File: src/rtl/bjc_pkg.sv
package bjc_pkg;

    typedef enum logic [2:0] {
        ST_LOCK  = 3'd0,
        ST_WAIT  = 3'd1,
        ST_JOIN  = 3'd2,
        ST_BLANK = 3'd3,
        ST_FHOLD = 3'd4
    } link_state_e;

    typedef enum logic [1:0] {
        ACC_LOW  = 2'b00,
        ACC_HIGH = 2'b01,
        ACC_OPEN = 2'b10,
        ACC_RSVD = 2'b11
    } acc_mode_e;

    typedef struct packed {
        link_state_e st;
        logic        pre;
        logic        acc;
        logic        fault_seen;
        logic        en_prev;
        logic        fault_prev;
        logic        vout_prev;
    } core_regs_t;

    function automatic logic acc_allows(input logic [1:0] mode);
        return (mode == ACC_LOW) || (mode == ACC_OPEN);
    endfunction

endpackage

File: src/rtl/bjc_sync.sv
module bjc_sync #(
    parameter int WIDTH  = 4,
    parameter int STAGES = 2
) (
    input  logic             clk_i,
    input  logic             rst_ni,
    input  logic [WIDTH-1:0] d_i,
    output logic [WIDTH-1:0] q_o
);
    logic [STAGES-1:0][WIDTH-1:0] chain_d, chain_q;

    always_comb begin
        chain_d[0] = d_i;
        for (int s = 1; s < STAGES; s++) begin
            chain_d[s] = chain_q[s-1];
        end
    end

    always_ff @(posedge clk_i or negedge rst_ni) begin
        if (!rst_ni) chain_q <= '1;
        else         chain_q <= chain_d;
    end

    assign q_o = chain_q[STAGES-1];
endmodule

File: src/rtl/bjc_side_qual.sv
module bjc_side_qual #(
    parameter int IDLE_CYCLES = 256
) (
    input  logic clk_i,
    input  logic rst_ni,
    input  logic clear_i,
    input  logic sda_i,
    input  logic scl_i,
    output logic ok_o
);
    localparam int CNT_W = $clog2(IDLE_CYCLES + 1);
    localparam logic [CNT_W-1:0] IDLE_LIM = CNT_W'(IDLE_CYCLES);

    typedef struct packed {
        logic             sda_prev;
        logic             scl_prev;
        logic [CNT_W-1:0] cnt;
        logic             ok;
    } qual_regs_t;

    qual_regs_t q, d;
    logic busy, stop_seen, idle_seen;

    always_comb begin
        d          = q;
        busy       = !sda_i || !scl_i;
        stop_seen  = scl_i && q.scl_prev && sda_i && !q.sda_prev;
        idle_seen  = !busy && (q.cnt == IDLE_LIM);
        d.sda_prev = sda_i;
        d.scl_prev = scl_i;
        if (clear_i || busy)       d.cnt = '0;
        else if (q.cnt != IDLE_LIM) d.cnt = q.cnt + 1'b1;
        if (clear_i || busy)            d.ok = 1'b0;
        else if (stop_seen || idle_seen) d.ok = 1'b1;
    end

    always_ff @(posedge clk_i or negedge rst_ni) begin
        if (!rst_ni) q <= '{sda_prev: 1'b1, scl_prev: 1'b1, cnt: '0, ok: 1'b0};
        else         q <= d;
    end

    assign ok_o = q.ok;

    // a side loses qualification after clear or bus activity
    p_clear_drops_r2: assert property (@(posedge clk_i) disable iff (!rst_ni)
        (clear_i || !sda_i || !scl_i) |=> !ok_o);

    // SDA rising under a high SCL qualifies the side
    p_stop_sets_r3: assert property (@(posedge clk_i) disable iff (!rst_ni)
        (!clear_i && sda_i && scl_i && $past(scl_i) && !$past(sda_i)) |=> ok_o);
endmodule

File: src/rtl/bjc_blank_timer.sv
module bjc_blank_timer #(
    parameter int CYCLES = 4750
) (
    input  logic clk_i,
    input  logic rst_ni,
    input  logic load_i,
    output logic expired_o
);
    localparam int CNT_W = $clog2(CYCLES + 1);
    localparam logic [CNT_W-1:0] LOAD_VAL = CNT_W'(CYCLES - 1);

    logic [CNT_W-1:0] cnt_d, cnt_q;

    always_comb begin
        cnt_d = cnt_q;
        if (load_i)            cnt_d = LOAD_VAL;
        else if (cnt_q != '0)  cnt_d = cnt_q - 1'b1;
    end

    always_ff @(posedge clk_i or negedge rst_ni) begin
        if (!rst_ni) cnt_q <= '0;
        else         cnt_q <= cnt_d;
    end

    assign expired_o = (cnt_q == '0);

    // a load always opens a blanking window
    p_load_opens_r7: assert property (@(posedge clk_i) disable iff (!rst_ni)
        load_i |=> !expired_o);

    // without a load an expired window stays expired
    p_stays_expired_r7: assert property (@(posedge clk_i) disable iff (!rst_ni)
        (!load_i && expired_o) |=> expired_o);
endmodule

File: src/rtl/bus_join_ctrl.sv
module bus_join_ctrl
    import bjc_pkg::*;
#(
    parameter int CLK_HZ      = 50_000_000,
    parameter int BLANK_US    = 95,
    parameter int IDLE_CYCLES = 256,
    parameter int SYNC_STAGES = 2
) (
    input  logic       clk_i,
    input  logic       rst_ni,
    input  logic       in_sda_i,
    input  logic       in_scl_i,
    input  logic       out_sda_i,
    input  logic       out_scl_i,
    input  logic       en_i,
    input  logic       pwr_good_i,
    input  logic       vout_ok_i,
    input  logic       fault_i,
    input  logic       disc_on_fault_i,
    input  logic [1:0] acc_mode_i,
    output logic       join_o,
    output logic       ready_o,
    output logic       precharge_o,
    output logic       accel_o
);
    localparam int SIDES        = 2;
    localparam int LINES        = 2 * SIDES;
    localparam int BLANK_CYCLES = (CLK_HZ / 1_000_000) * BLANK_US;

    logic [LINES-1:0] raw_lines, sync_lines;
    logic [SIDES-1:0] side_sda, side_scl, side_ok;
    logic             qual_clear, blank_load, blank_expired;
    logic             vout_edge, en_rise, fault_rise, force_join;

    core_regs_t q, d;

    assign raw_lines = {out_scl_i, out_sda_i, in_scl_i, in_sda_i};

    bjc_sync #(.WIDTH(LINES), .STAGES(SYNC_STAGES)) u_sync (
        .clk_i  (clk_i),
        .rst_ni (rst_ni),
        .d_i    (raw_lines),
        .q_o    (sync_lines)
    );

    for (genvar g = 0; g < SIDES; g++) begin : g_side
        assign side_sda[g] = sync_lines[2*g];
        assign side_scl[g] = sync_lines[2*g+1];
        bjc_side_qual #(.IDLE_CYCLES(IDLE_CYCLES)) u_qual (
            .clk_i   (clk_i),
            .rst_ni  (rst_ni),
            .clear_i (qual_clear),
            .sda_i   (side_sda[g]),
            .scl_i   (side_scl[g]),
            .ok_o    (side_ok[g])
        );
    end

    bjc_blank_timer #(.CYCLES(BLANK_CYCLES)) u_blank (
        .clk_i     (clk_i),
        .rst_ni    (rst_ni),
        .load_i    (blank_load),
        .expired_o (blank_expired)
    );

    assign qual_clear = (q.st != ST_WAIT);

    always_comb begin
        d            = q;
        d.en_prev    = en_i;
        d.fault_prev = fault_i;
        d.vout_prev  = vout_ok_i;
        vout_edge    = (vout_ok_i != q.vout_prev) && (q.st != ST_LOCK);
        en_rise      = en_i && !q.en_prev;
        fault_rise   = fault_i && !q.fault_prev;
        force_join   = q.fault_seen && en_rise && (q.st != ST_BLANK);
        blank_load   = 1'b0;

        if (!pwr_good_i) begin
            d.st         = ST_LOCK;
            d.pre        = 1'b1;
            d.acc        = 1'b0;
            d.fault_seen = 1'b0;
        end else begin
            if (fault_i) d.fault_seen = 1'b1;
            if (vout_edge) begin
                d.st       = ST_BLANK;
                d.acc      = 1'b0;
                blank_load = 1'b1;
            end else if (q.st == ST_BLANK) begin
                if (blank_expired) d.st = ST_WAIT;
            end else if (force_join) begin
                d.st         = ST_JOIN;
                d.pre        = 1'b0;
                d.acc        = acc_allows(acc_mode_i);
                d.fault_seen = 1'b0;
            end else begin
                unique case (q.st)
                    ST_LOCK: d.st = ST_WAIT;
                    ST_WAIT: begin
                        if (disc_on_fault_i && fault_i) begin
                            d.st = ST_FHOLD;
                        end else if (en_i && (&side_ok)) begin
                            d.st         = ST_JOIN;
                            d.pre        = 1'b0;
                            d.acc        = acc_allows(acc_mode_i);
                            d.fault_seen = 1'b0;
                        end
                    end
                    ST_JOIN: begin
                        if (!en_i) begin
                            d.st  = ST_WAIT;
                            d.acc = 1'b0;
                        end else if (disc_on_fault_i && fault_rise) begin
                            d.st  = ST_FHOLD;
                            d.acc = 1'b0;
                        end
                    end
                    ST_FHOLD: if (!fault_i) d.st = ST_WAIT;
                    default:  d.st = ST_WAIT;
                endcase
            end
        end
    end

    always_ff @(posedge clk_i or negedge rst_ni) begin
        if (!rst_ni) begin
            q <= '{st: ST_LOCK, pre: 1'b1, acc: 1'b0, fault_seen: 1'b0,
                   en_prev: 1'b0, fault_prev: 1'b0, vout_prev: 1'b0};
        end else begin
            q <= d;
        end
    end

    assign join_o      = (q.st == ST_JOIN);
    assign ready_o     = join_o;
    assign precharge_o = q.pre;
    assign accel_o     = q.acc;

    // lockout holds everything off and precharge on
    p_lockout_r1: assert property (@(posedge clk_i) disable iff (!rst_ni)
        !pwr_good_i |=> (!join_o && precharge_o && !accel_o));

    // a join always comes with precharge off
    p_join_no_pre_r5: assert property (@(posedge clk_i) disable iff (!rst_ni)
        $rose(join_o) |-> !precharge_o);

    // precharge only comes back through lockout
    p_pre_only_lock_r5: assert property (@(posedge clk_i) disable iff (!rst_ni)
        $rose(precharge_o) |-> $past(!pwr_good_i));

    // accelerators never run with the sides apart
    p_accel_needs_join_r6: assert property (@(posedge clk_i) disable iff (!rst_ni)
        accel_o |-> join_o);

    // an output supply edge separates the sides
    p_vout_split_r7: assert property (@(posedge clk_i) disable iff (!rst_ni)
        (pwr_good_i && q.st != ST_LOCK && vout_ok_i != q.vout_prev) |=> (!join_o && !accel_o));

    // a new fault with separation enabled splits a joined link
    p_fault_split_r8: assert property (@(posedge clk_i) disable iff (!rst_ni)
        (pwr_good_i && join_o && en_i && disc_on_fault_i && fault_rise && !vout_edge)
        |=> !join_o);

    // faults are harmless when separation is disabled
    p_fault_benign_r9: assert property (@(posedge clk_i) disable iff (!rst_ni)
        (pwr_good_i && join_o && en_i && !disc_on_fault_i && !vout_edge) |=> join_o);

    // an enable toggle after a fault forces a join
    p_force_join_r10: assert property (@(posedge clk_i) disable iff (!rst_ni)
        (pwr_good_i && !vout_edge && q.st != ST_BLANK && q.fault_seen && en_rise)
        |=> join_o);
endmodule

File: config.mk
export PLATFORM = sky130hd
export DESIGN_NAME = bus_join_ctrl
export DESIGN_NICKNAME = d
export VERILOG_FILES = /design/src/rtl/bjc_pkg.sv /design/src/rtl/bjc_sync.sv /design/src/rtl/bjc_side_qual.sv /design/src/rtl/bjc_blank_timer.sv /design/src/rtl/bus_join_ctrl.sv
export SDC_FILE = /design/constraint.sdc
export NUM_CORES = 1
export LEC_CHECK = 0
export BUFFER_PORTS_ARGS = -buffer_cell sky130_fd_sc_hd__buf_2
export CAP_MARGIN = 20
export CORE_AREA = 2 2 84 70
export DETAILED_ROUTE_END_ITERATION = 10
export DIE_AREA = 0 0 86 72
export PLACE_DENSITY = 0.64
export SLEW_MARGIN = 20
export SYNTH_ARGS = -nofsm -noshare
export SYNTH_HDL_FRONTEND = slang
export SYNTH_SLANG_ARGS = --single-unit
File: constraint.sdc
create_clock -name clk_i -period 3.1 [get_ports clk_i]
set_input_delay 0.155 -clock clk_i [delete_from_list [all_inputs] [get_ports clk_i]]
set_output_delay 0.155 -clock clk_i [all_outputs]
set_load 0.005 [all_outputs]
# After elaboration in Yosys (flattened, before gate mapping)
# Cells that the tools add are included.
dict set report op_classes {
  eq_ne 26
  n_mux 41
  n_reduce_logical 46
  n_addsub 3
}
# op count
set op_table {}
lappend op_table {{6-bit 2-to-1 mux} 9}
lappend op_table {{9-bit 2-to-1 mux} 4}
lappend op_table {{3-bit 2-to-1 mux} 9}
lappend op_table {{13-bit 2-to-1 mux} 2}
lappend op_table {{9-bit by 1-bit adder with 9-bit output (second input constant)} 2}
lappend op_table {{9-bit == test (second input constant)} 2}
lappend op_table {{9-bit != test (second input constant)} 2}
lappend op_table {{1-bit logical AND} 16}
lappend op_table {{1-bit 2-to-1 mux} 15}
lappend op_table {{13-bit logical NOT} 1}
lappend op_table {{13-bit nonzero test} 1}
lappend op_table {{13-bit by 1-bit subtractor with 13-bit output (second input constant)} 1}
lappend op_table {{1-bit logical NOT} 10}
lappend op_table {{5-bit != test (second input constant)} 2}
lappend op_table {{5-bit AND reduction} 2}
lappend op_table {{2-bit nonzero test} 5}
lappend op_table {{3-bit by 1-bit != test with 1-bit output (second input constant)} 3}
lappend op_table {{3-bit case mux with 3 select lines} 1}
lappend op_table {{1-bit logical OR} 7}
lappend op_table {{7-bit by 3-bit != test with 1-bit output (second input constant)} 1}
lappend op_table {{7-bit != test (second input constant)} 1}
lappend op_table {{3-bit by 2-bit == test with 1-bit output (second input constant)} 2}
lappend op_table {{3-bit != test (second input constant)} 2}
lappend op_table {{6-bit by 3-bit != test with 1-bit output (second input constant)} 1}
lappend op_table {{other kinds (14)} 15}
dict set report totals {
  reg_bits 54
}

# Longest topological paths before layout
# Gate-level depths: netlist (run 1).
dict set report logic_depth {
  ltp_word 15
  ltp_mapped 6
}

# Modules after synthesis
# Synthesis (run 1) repeated with hierarchy kept, for this count alone.
dict set report hier_totals {
  hier_cells 252
  area_unflattened_um2 2718.9
}
# module instances area_per_inst_um2 cells_each
set by_module_without_submodules {}
lappend by_module_without_submodules {bjc_side_qual 2 594.3 57}
lappend by_module_without_submodules {bjc_blank_timer 1 758.2 72}
lappend by_module_without_submodules {bus_join_ctrl 1 561.8 58}
lappend by_module_without_submodules {bjc_sync 1 210.2 8}

# Worst setup path before layout (run 1)
# No wires, ideal clock.
dict set report synth_timing {
  path_kind {flip-flop to flip-flop}
  from {reg u_blank.cnt_q[0]}
  to {reg q[7] (netlist name)}
  setup_ns 0.139
  setup_slack_ns 1.142
  arrival_time_ns 1.820
  stages_incl_launch_ff 7
  path_cell_list {dfrtp_1 -> inv_1 -> ha_1 -> nor4b_2 -> nand3_1 -> nor3b_1 -> or4_1}
}
dict set report synth_between {
  elab_chain_cells 3
}
# element line_no
set synth_lines {}
lappend synth_lines {{from (decl)} bjc_blank_timer.sv:12} ;# logic [CNT_W-1:0] cnt_d, cnt_q;
lappend synth_lines {{from (signal assigned)} bjc_blank_timer.sv:22} ;# else cnt_q <= cnt_d;
lappend synth_lines {{13-bit logical NOT} bjc_blank_timer.sv:25} ;# assign expired_o = (cnt_q == '0);
lappend synth_lines {{4-bit != test (no line)} n/a}
lappend synth_lines {{4-bit AND reduction (no line)} n/a}
lappend synth_lines {{to (signal assigned)} bus_join_ctrl.sv:128} ;# q <= '{st: ST_LOCK, pre: 1'b1, acc: 1'b0, fault_seen: 1'b0,
lappend synth_lines {{to (decl)} bus_join_ctrl.sv:35} ;# core_regs_t q, d;
# No other way between the ends.
# A chain may end at the register's enable or synchronous reset.

# Worst setup path in the final report (run 1)
# Same ends and word-level chain as after synthesis.

==> impl_metrics.env, run 1 <==
export IMPL_start_kind="flop"
export IMPL_synth_seq_cells=54
export IMPL_post_cts_buffers=0
export IMPL_grt_overflow=0
export IMPL_firstDrtPassIters=4
export IMPL_die_y_um=72
export IMPL_p_per_area_nw_per_um2=547.1
export IMPL_fmax_mhz=460.3
export IMPL_insertion_delay_ns=0.31
export IMPL_setup_viol=0
export IMPL_synth_top_area_share_pct=39.22
export IMPL_hold_class="input pin to flop"
export IMPL_clk_pin_slew_worst_paths_ns=0.11
export IMPL_postRouteAntennaNets=0
export IMPL_place_gp_congestion=0.8576
export IMPL_dpl_cell_count=328
export IMPL_placementRows=24
export IMPL_drt_vias_per_instance=5.589
export IMPL_clk_path_buf_depth=2
export IMPL_coreArea_um2=5315
export IMPL_netlist_instances=250
export IMPL_rsz0062_at_grt="false"
export IMPL_worst_pin_slew_ns=0.6649
export IMPL_post_place_ws_ns=0.9379
export IMPL_synth_seq_area_share_pct=52.27
export IMPL_critPathKind="flop to flop"
export IMPL_max_stage_delay_ns=0.47
export IMPL_io_pins=17
export IMPL_ys_flop_type="dfrtp_1"
export IMPL_wl_um=4658
export IMPL_cp_max_fo=6
export IMPL_fillers=470
export IMPL_fin_skew_ns=0.009992
export IMPL_synth_top_area_cell="dfrtp_1"
export IMPL_cts_root_buf="clkbuf_8"
export IMPL_netlist_area_um2=2616
export IMPL_crit_path_end_kind="flop"
export IMPL_postSynthAreaPerCell_um2=10.47
export IMPL_synth_nets=269
export IMPL_ir_drop_uv=308.4
export IMPL_fin_crit_ns=2.172
export IMPL_htree_levels=2
export IMPL_layout_drive_gt1_share_pct=15.83
export IMPL_critPathSlowestCell="or4_1"
export IMPL_crit_chain="inv_1 > ha_1 > nor4b_2 > nand3_1 > nor3b_1 > or4_1"
export IMPL_stdcell_count=343
export IMPL_cts_resized=0
export IMPL_drc_errors=0
export IMPL_wire_per_inst_um=13.58
export IMPL_cts_inserted_buffers=5
export IMPL_setup_slack_ns=0.9277
export IMPL_grt_max_degree=31
export IMPL_final_nets=296
export IMPL_finalMaxSlewViolations=0
export IMPL_grt_usage_pct=16.33
export IMPL_synth_warnings=0
export IMPL_portBuffers=15
export IMPL_clkSinkCount=54
export IMPL_holdBufCountCts=7
export IMPL_n_antenna_cell=0
export IMPL_worstPathArrival_ns=2.37
export IMPL_start_util_pct=49.22
export IMPL_cap_violations=0
export IMPL_cp_required_ns=3.29
export IMPL_syn_to_final_growth_pct=12.10
export IMPL_antenna_found_initial=0
export IMPL_relSlewSlack_pct=55.67
export IMPL_drtIter0Drc=143
export IMPL_ys_types=49
export IMPL_leakage_uw=0.001233
export IMPL_dpl_hpwl_um=3218
export IMPL_ys_top_cells_by_area="dfrtp_1 (39%), dfstp_2 (13%), xor2_1 (3.3%)"
export IMPL_fp_dieW_um=86
export IMPL_grt_pass1_wl_um=8128
export IMPL_cts_tree="yes"
export IMPL_setup_tns_ns=0
export IMPL_vias=1917
export IMPL_synthArstFlopShare_pct=100.0
export IMPL_status="completed"
export IMPL_seqCellArea_um2=1368
export IMPL_grt_pass1_vias=1757
export IMPL_hold_violations=0
export IMPL_post_route_period_util_pct=70.07
export IMPL_multi_input_area_um2=1189
export IMPL_synth_edf_count=0
export IMPL_die_area_um2=6192
==> critical path: cells and delay by family (launching register included) <==
family	cells	cell delay [ns]
fa+ha+maj	1	0.16
buf+inv	1	0.08
flops	1	0.41
simple gates	4	1.39
==> registers in the layout (all words and copies together), names as in the netlist <==
signal              flops
g_side.u_qual.q        22
u_sync.chain_d          4
q                       7
u_sync.q_o              4
g_side.u_qual.ok_o      2
u_blank.cnt_q          13
precharge_o             1
accel_o                 1
==> final timing paths <==
check,from,to,slack [ns],cells past startpoint
max in group asynchronous,rst_ni,u_sync.chain_d[4],1.99,3
min in group asynchronous,rst_ni,q[7],0.40,2
setup reg to reg,u_blank.cnt_q[0],q[7],0.93,6
setup / recovery,u_blank.cnt_q[0],q[7],0.93,6
hold / removal,en_i,q[2],0.04,1
hold reg to reg,u_sync.chain_d[7],u_sync.q_o[3],0.36,0
==> kinds of logic after synthesis <==
logic type / after synthesis / share of synthesized area (%)
mux: 5 / 1.961
simple gates: 111 / 24.77
fa+ha+maj: 6 / 2.869
xor+xnor: 15 / 5.021
compound gates: 44 / 10.81
flops: 54 / 52.27
buf+inv: 15 / 2.296
==> cell usage after synthesis (all sizes together) (2+ instances only) <==
cell and number:
dfrtp 41, nor2 20, nand2 17, a21oi 16, nand3 15, dfstp 13
inv 11, xor2 10, o21ai 8, or4 7, and3 6, ha 6
nor3b 6, or3 6, nand2b 5, nand3b 5, nand4 5, nor4 5
xnor2 5, mux2i 4, nor3 4, a211oi 3, a31o 3, clkbuf 3
nor4b 3, o211ai 3, o31ai 3, a2111oi 2
==> where the power goes <==
part / switching, uW / total, uW / internal [uW]
registers: 87.8 / 867 / 779
clock network: 245 / 409 / 164
logic: 181 / 329 / 148
total: 514 / 1600 / 1090
==> routing by layer <==
layer  track usage (%)  vias up  share of wire, %
met5                 0        -                 0
li1                  -      968                 -
met3             4.209        7               3.4
met2             24.38       31                42
met4             4.233        0              0.86
met1             23.87      911                54
==> cells in the final DEF, fill, tap and decap left out, drive strengths merged, types with 7 or more instances in the layout <==
master	n
dfrtp	41
nor2	20
nand2	17
buf	17
a21oi	16
nand3	15
dfstp	13
inv	12
xor2	10
o21ai	8
dlygate4sd3	7
or4	7
==> metrics by stage <==
stage | hold slack (ns) | utilization [%] | cell area, um^2 | power, uW
CTS | 0.03301 | 55.18 | 2933 | 1623
global route | 0.02656 | 55.18 | 2933 | 1714
finish | 0.04078 | 55.18 | 2933 | 1604
floorplan | -0.1406 | - | 2616 | 1108
global placement | 0.2271 | 52.10 | 2769 | 1199
detailed placement | 0.2342 | 52.10 | 2769 | 1201
==> final cells by class <==
type	instances	area share, %
clock buffers	5	2.346
clock inverters	3	0.8532
inverters	11	1.408
multi-input cells	181	40.53
flip-flops and latches	54	46.63
well taps	65	2.773
repair buffers	24	5.461
Note: power is estimated with default switching activity, not from simulation.
==> inputs of run 2 (changes only) <==
--- a/config.mk
+++ b/config.mk
@@ -5,12 +5,13 @@
 export SDC_FILE = /design/constraint.sdc
 export NUM_CORES = 1
 export LEC_CHECK = 0
+export ABC_AREA = 1
 export BUFFER_PORTS_ARGS = -buffer_cell sky130_fd_sc_hd__buf_2
 export CAP_MARGIN = 20
-export CORE_AREA = 2 2 84 70
+export CORE_AREA = 2 2 87 72
 export DETAILED_ROUTE_END_ITERATION = 10
-export DIE_AREA = 0 0 86 72
-export PLACE_DENSITY = 0.64
+export DIE_AREA = 0 0 89 74
+export PLACE_DENSITY = 0.66
 export SLEW_MARGIN = 20
 export SYNTH_ARGS = -nofsm -noshare
 export SYNTH_HDL_FRONTEND = slang
==> constraint.sdc (replaced) <==
create_clock -name clk_i -period 1.75 [get_ports clk_i]
set_input_delay 0.0875 -clock clk_i [delete_from_list [all_inputs] [get_ports clk_i]]
set_output_delay 0.0875 -clock clk_i [all_outputs]
set_load 0.005 [all_outputs]
==> run 2 against run 1 <==
Compared with the run above:
- clock skew is 0.0032 ns lower
- non-clock buffer count rose by 3
- first-iteration DRC count is 9.1% higher
- combinational power rose to 2.6 times the previous value
- critical path depth is 2 higher
- sequential power up 78%
- wire length is 13% higher
- cell count is 32% higher
- register-to-register slack got worse by 0.75 ns
- die area is 6.4% higher
==> impl_metrics.env, run 2 <==
export IMPL_fin_crit_ns=1.576
export IMPL_netlist_area_um2=2776
export IMPL_grt_usage_pct=18.71
export IMPL_final_nets=390
export IMPL_fmax_mhz=634.6
export IMPL_power_total_uw=3235
export IMPL_power_switching_uw=1082
export IMPL_r2r_cells=8
export IMPL_cts_tree="yes"
export IMPL_hold_violations=0
export IMPL_finalMaxSlewViolations=0
export IMPL_antenna_found_initial=0
export IMPL_largest_register="g_side.u_qual.q"
export IMPL_leakage_uw=0.001531
export IMPL_ys_types=36
export IMPL_setup_viol=0
export IMPL_postRouteAntennaNets=0
export IMPL_hold_depth=5
export IMPL_cp_required_ns=1.95
export IMPL_cp_common_cell="inv_1"
export IMPL_ys_top_cells_by_area="dfrtp_1 (37%), dfstp_2 (12%), inv_1 (7.3%)"
export IMPL_die_area_um2=6586
export IMPL_top_layer_used="met4"
export IMPL_portBuffers=15
export IMPL_setup_tns_ns=0
export IMPL_relSlewSlack_pct=72.13
export IMPL_crit_path_end_kind="flop"
export IMPL_p_per_area_nw_per_um2=1018
export IMPL_top_regs="g_side.u_qual.q: 22 flops, u_blank.cnt_q: 13 flops, q: 7 flops"
export IMPL_critical_path_top_delay_family="simple AND/OR/NAND/NOR gates"
export IMPL_ys_flop_type="dfrtp_1"
export IMPL_worstPathArrival_ns=1.78
export IMPL_grt_max_degree=39
export IMPL_setup_slack_ns=0.1742
export IMPL_cp_max_fo=3
export IMPL_postSynthAreaPerCell_um2=8.214
export IMPL_stdcell_count=453
export IMPL_crit_chain="inv_1 > ha_1 > inv_1 > nor2_1 > inv_1 > nor2_1 > xor2_1 > nor3_1"
export IMPL_wire_per_inst_um=11.61
export IMPL_coreArea_um2=5756
export IMPL_synth_warnings=0
export IMPL_cap_violations=0
export IMPL_ir_drop_uv=366.1
export IMPL_synth_seq_area_share_pct=49.26
export IMPL_place_gp_congestion=0.8464
export IMPL_internal_power_uw=2153
export IMPL_insertion_delay_ns=0.31
export IMPL_grt_overflow=0
export IMPL_die_y_um=74
export IMPL_clk_path_buf_depth=2
export IMPL_largest_reg_flops=22
export IMPL_grt_pass1_wl_um=9508
export IMPL_drt_vias_per_instance=4.854
export IMPL_status="completed"
export IMPL_post_route_period_util_pct=90.04
export IMPL_switching_share_pct=33.45
export IMPL_synth_top_area_share_pct=36.95
export IMPL_dpl_cell_count=437
export IMPL_synth_seq_cells=54
export IMPL_m1WireLength_um=2752
export IMPL_yosys_top_cells_count="inv_1 (54), nand2_1 (53), nor2_1 (46)"
export IMPL_io_pins=17
export IMPL_start_kind="flop"
export IMPL_n_antenna_cell=0
export IMPL_dpl_hpwl_um=3936
export IMPL_route_met2_wl_um=2201
export IMPL_post_place_ws_ns=0.2186
export IMPL_yosys_cell_count_top_type="inv_1"
export IMPL_final_area_um2=3178
export IMPL_cp_buffers_inverters=3
export IMPL_critPathSlowestCell="dfrtp_1"
export IMPL_fin_skew_ns=0.006759
export IMPL_seq_power_share_pct=47.7
export IMPL_cts_root_buf="clkbuf_8"
export IMPL_rsz0062_at_grt="false"
export IMPL_clk_pin_slew_worst_paths_ns=0.09
export IMPL_share_comb_of_total_power_pct=26.4
export IMPL_cts_resized=0
export IMPL_hold_class="input pin to flop"
export IMPL_post_cts_buffers=0
export IMPL_clkSinkCount=54
export IMPL_vias=2199
export IMPL_grt_pass1_vias=2132
export IMPL_worst_pin_slew_ns=0.4180
export IMPL_netlist_instances=338
export IMPL_placed_cell_area_um2=2988
export IMPL_wl_met3_um=209
export IMPL_synth_top_area_cell="dfrtp_1"
export IMPL_drtIter0Drc=156
export IMPL_cts_inserted_buffers=5
export IMPL_cp_depth=8
export IMPL_syn_to_final_growth_pct=14.47
export IMPL_final_cell_mix="inv_1 (54), nand2_1 (53), nor2_1 (46), dfrtp_1 (41), nand3_1 (29)"
export IMPL_drc_errors=0
export IMPL_placementRows=25
export IMPL_synth_edf_count=0
export IMPL_max_stage_delay_ns=0.39
export IMPL_synthArstFlopShare_pct=100.0
export IMPL_htree_levels=2
export IMPL_final_common_cell="inv_1"
export IMPL_layout_drive_gt1_share_pct=18.55
export IMPL_critPathKind="flop to flop"
export IMPL_firstDrtPassIters=4
export IMPL_fp_dieW_um=89
export IMPL_synth_nets=357
export IMPL_pwr_share_clk_pct=25.8
export IMPL_start_util_pct=48.24
export IMPL_wl_um=5260
==> run 2: cell count changes after synthesis, moves of 7 or more <==
cell	change
a21oi_1	+8
o21ai_0	+8
nor2_1	+26
nor3_1	+7
nand3_1	+14
nand2_1	+36
inv_1	+43
==> run 2: cells by family (layout without fill, tap and decap cells) <==
group / Yosys count / count (layout) / synth area share [%]
DFF: 54 / 54 / 49.26
and+or+nand+nor: 167 / 167 / 28.98
AOI/OAI and AO/OA: 47 / 47 / 9.464
buffers and inverters: 60 / 94 / 8.337
xor gates and xnor gates: 4 / 4 / 1.262
adders and majority gates: 6 / 6 / 2.704
==> run 2: worst reg2reg max path: cells and delay by family, from the launching register on <==
family | cells | cell delay, ns
flops | 1 | 0.39
fa+ha+maj | 1 | 0.23
buf+inv | 3 | 0.26
xor+xnor | 1 | 0.17
simple gates | 3 | 0.41
==> run 2: worst paths after layout <==
path	start	end	slack, ns
setup / recovery	u_blank.cnt_q[0]	u_blank.cnt_q[6]	0.17
hold / removal	acc_mode_i[0]	accel_o	0.10
hold reg to reg	u_sync.chain_d[4]	u_sync.q_o[0]	0.36
min in group asynchronous	rst_ni	g_side[1].u_qual.q[4]	0.23
max in group asynchronous	rst_ni	g_side[0].u_qual.q[11]	0.92
setup reg to reg	u_blank.cnt_q[0]	u_blank.cnt_q[6]	0.17
==> run 2: power groups by stage <==
stage | clock network (uW) | logic [uW] | registers [uW]
final | 836 | 855 | 1540
after global routing | 929 | 992 | 1570
after CTS | 872 | 863 | 1540
after detailed placement | 0 | 845 | 1560
after global placement | 0 | 823 | 1560
after floorplan | 0 | 628 | 1530
==> run 2: layout make-up <==
| cell class | instances | area (um^2) |
|---|---|---|
| fill | 565 | 2577 |
| tap | 81 | 101.3 |
| sequential | 54 | 1368 |
| inverter | 59 | 224.0 |
| clock buffer | 6 | 72.57 |
| timing repair buffer | 27 | 197.7 |
| clock inverter | 2 | 37.54 |
| multi-input combinational | 224 | 1177 |
==> run 2: through the flow <==
stage	hold slack [ns]	util (%)
2_1_floorplan	-0.2081	-
3_3_place_gp	0.04523	51.91
3_5_place_dp	0.04827	51.91
4_1_cts	0.09060	55.22
5_1_grt	0.1042	55.22
6_report	0.1022	55.22
==> run 2: what timing repair did <==
| action | CTS | global route |
|---|---|---|
| hold buffers | 8 | 0 |
| endpoints found under the hold margin | 22 | 0 |
| setup endpoints to repair | 0 | 0 |
==> run 2: routing by layer <==
metal  global-route usage, %  vias up
met5                       0        -
met4                   7.960        0
met3                   3.663        8
met2                   27.36       35
met1                   27.27     1009
li1                        -     1147
==> inputs of run 3 (changes only) <==
--- a/config.mk
+++ b/config.mk
@@ -12,7 +12,7 @@
 export DETAILED_ROUTE_END_ITERATION = 10
 export DIE_AREA = 0 0 89 74
 export PLACE_DENSITY = 0.66
-export SLEW_MARGIN = 20
+export REMOVE_ABC_BUFFERS = 1
 export SYNTH_ARGS = -nofsm -noshare
 export SYNTH_HDL_FRONTEND = slang
 export SYNTH_SLANG_ARGS = --single-unit
==> run 3 against run 2 <==
Compared with the run above:
- clock skew increased by 0.0011 ns
- via count grew 1.7%
- clock-buffer cell count is 1 lower
- sequential share of layout area barely moved
- cell count fell by 0.22%
- fmax increased by 3.4%
- combinational power decreased by 0.7%
- global-route usage is 1.2 points lower
- wire length is 1.3% lower
- total power rose by 0.40%
- cell area about the same
- sequential power barely moved
- highest routed layer unchanged
==> impl_metrics.env, run 3 (synthesis gave the netlist of run 2 again) <==
export IMPL_fin_skew_ns=0.007817
export IMPL_cp_max_fo=5
export IMPL_p_per_area_nw_per_um2=1022
export IMPL_final_nets=389
export IMPL_critPathKind="flop to flop"
export IMPL_die_y_um=74
export IMPL_status="completed"
export IMPL_hold_class="input pin to flop"
export IMPL_cts_tree="yes"
export IMPL_vias=2236
export IMPL_fillers=539
export IMPL_cts_resized=0
export IMPL_leakage_uw=0.001533
export IMPL_start_util_pct=48.24
export IMPL_grt_pass1_vias=2026
export IMPL_io_pins=17
export IMPL_worstPathArrival_ns=1.73
export IMPL_drt_vias_per_instance=4.947
export IMPL_critical_path_top_delay_family="simple AND/OR/NAND/NOR gates"
export IMPL_coreArea_um2=5756
export IMPL_start_kind="flop"
export IMPL_htree_levels=2
export IMPL_die_area_um2=6586
export IMPL_wire_per_inst_um=11.48
export IMPL_cap_violations=0
export IMPL_largest_register="g_side.u_qual.q"
export IMPL_post_route_period_util_pct=87.08
export IMPL_crit_chain="inv_1 > ha_1 > nand2_1 > nor2_1 > nand2_1 > nor2_4 > inv_4 > o31ai_1 > inv_1"
export IMPL_relSlewSlack_pct=77.00
export IMPL_firstDrtPassIters=6
export IMPL_fin_crit_ns=1.524
export IMPL_final_cell_mix="inv_1 (54), nand2_1 (53), nor2_1 (46), dfrtp_1 (41), nand3_1 (29)"
export IMPL_place_gp_congestion=0.8497
export IMPL_dpl_hpwl_um=3773
export IMPL_seqCellArea_um2=1368
export IMPL_fmax_mhz=656.2
export IMPL_n_antenna_cell=0
export IMPL_cp_buffers_inverters=3
export IMPL_crit_path_end_kind="flop"
export IMPL_placementRows=25
export IMPL_seq_power_share_pct=47.5
export IMPL_worst_pin_slew_ns=0.3424
export IMPL_hold_violations=0
export IMPL_layout_drive_gt1_share_pct=18.60
export IMPL_multi_input_area_um2=1177
export IMPL_clkSinkCount=54
export IMPL_placed_cell_area_um2=2980
export IMPL_grt_overflow=0
export IMPL_rsz0062_at_grt="false"
export IMPL_cts_root_buf="clkbuf_8"
export IMPL_insertion_delay_ns=0.31
export IMPL_finalMaxSlewViolations=0
export IMPL_drc_errors=0
export IMPL_wl_um=5189
export IMPL_power_switching_uw=1088
export IMPL_setup_viol=0
export IMPL_critPathSlowestCell="dfrtp_1"
export IMPL_switching_share_pct=33.50
export IMPL_largest_reg_flops=22
export IMPL_final_common_cell="inv_1"
export IMPL_internal_power_uw=2160
export IMPL_cts_inserted_buffers=5
export IMPL_drtIter0Drc=123
export IMPL_share_comb_of_total_power_pct=26.2
export IMPL_cp_required_ns=1.96
export IMPL_setup_tns_ns=0
export IMPL_grt_max_degree=55
export IMPL_final_area_um2=3177
export IMPL_clk_path_buf_depth=2
export IMPL_grt_pass1_wl_um=9039
export IMPL_ir_drop_uv=646.9
export IMPL_portBuffers=15
export IMPL_top_regs="g_side.u_qual.q: 22 flops, u_blank.cnt_q: 13 flops, q: 7 flops"
export IMPL_fp_dieW_um=89
export IMPL_syn_to_final_growth_pct=14.42
export IMPL_grt_usage_pct=17.47
export IMPL_clk_pin_slew_worst_paths_ns=0.10
export IMPL_antenna_found_initial=0
export IMPL_max_stage_delay_ns=0.38
export IMPL_pwr_share_clk_pct=26.4
export IMPL_postRouteAntennaNets=0
run 3: repair_timing:
item / in CTS / in global routing
hold buffers: 8 / 0
setup buffers: 0 / 0
hold endpoints to repair: 48 / 0
run 3: worst paths after layout:
| kind | from | to | slack, ns | cells past startpoint |
|---|---|---|---|---|
| max in group asynchronous | rst_ni | u_sync.chain_d[6] | 1.15 | 3 |
| hold reg to reg | u_sync.chain_d[7] | u_sync.q_o[3] | 0.35 | 0 |
| min in group asynchronous | rst_ni | g_side[1].u_qual.q[1] | 0.30 | 3 |
| setup reg to reg | u_blank.cnt_q[1] | u_blank.cnt_q[2] | 0.23 | 9 |
| setup / recovery | u_blank.cnt_q[1] | u_blank.cnt_q[2] | 0.23 | 9 |
| hold / removal | acc_mode_i[0] | accel_o | 0.09 | 5 |
run 3: power by group through the flow:
stage	logic (uW)	registers [uW]	clock network [uW]
floorplan	625	1530	0
global placement	821	1560	0
detailed placement	831	1560	0
CTS	850	1540	880
global route	975	1560	943
finish	849	1540	856
run 3: final cells by class:
cell class / count / share of cell area (%)
multi-input combinational: 224 / 37.06
sequential: 54 / 43.05
timing repair buffer: 26 / 5.987
clock inverter: 3 / 1.497
inverter: 59 / 7.050
clock buffer: 5 / 2.166
tap: 81 / 3.190
run 3: stage by stage:
step / hold WS, ns / power (uW) / util, % / setup slack (ns) / cells
after floorplan: -0.2081 / 2153 / - / 0.2821 / 337
after global placement: 0.1063 / 2383 / 51.78 / 0.2528 / 436
after detailed placement: 0.1051 / 2392 / 51.78 / 0.2204 / 436
after CTS: 0.08441 / 3271 / 55.20 / 0.2223 / 452
after global routing: 0.1041 / 3482 / 55.20 / 0.08795 / 452
final: 0.09234 / 3248 / 55.20 / 0.2261 / 452
run 3: layer usage:
| layer | wire length (um) | global-route usage [%] |
|---|---|---|
| met5 | 0 | 0 |
| met4 | 61 | 5.141 |
| met3 | 243 | 4.218 |
| met2 | 2194 | 25.21 |
| met1 | 2689 | 26.26 |
run 3: worst min-delay path, cell delays in order:
cell and delay [ns]:
buf_2 0.07, or2_2 0.09, nor3_1 0.04, nand2_1 0.05
nand2_1 0.04
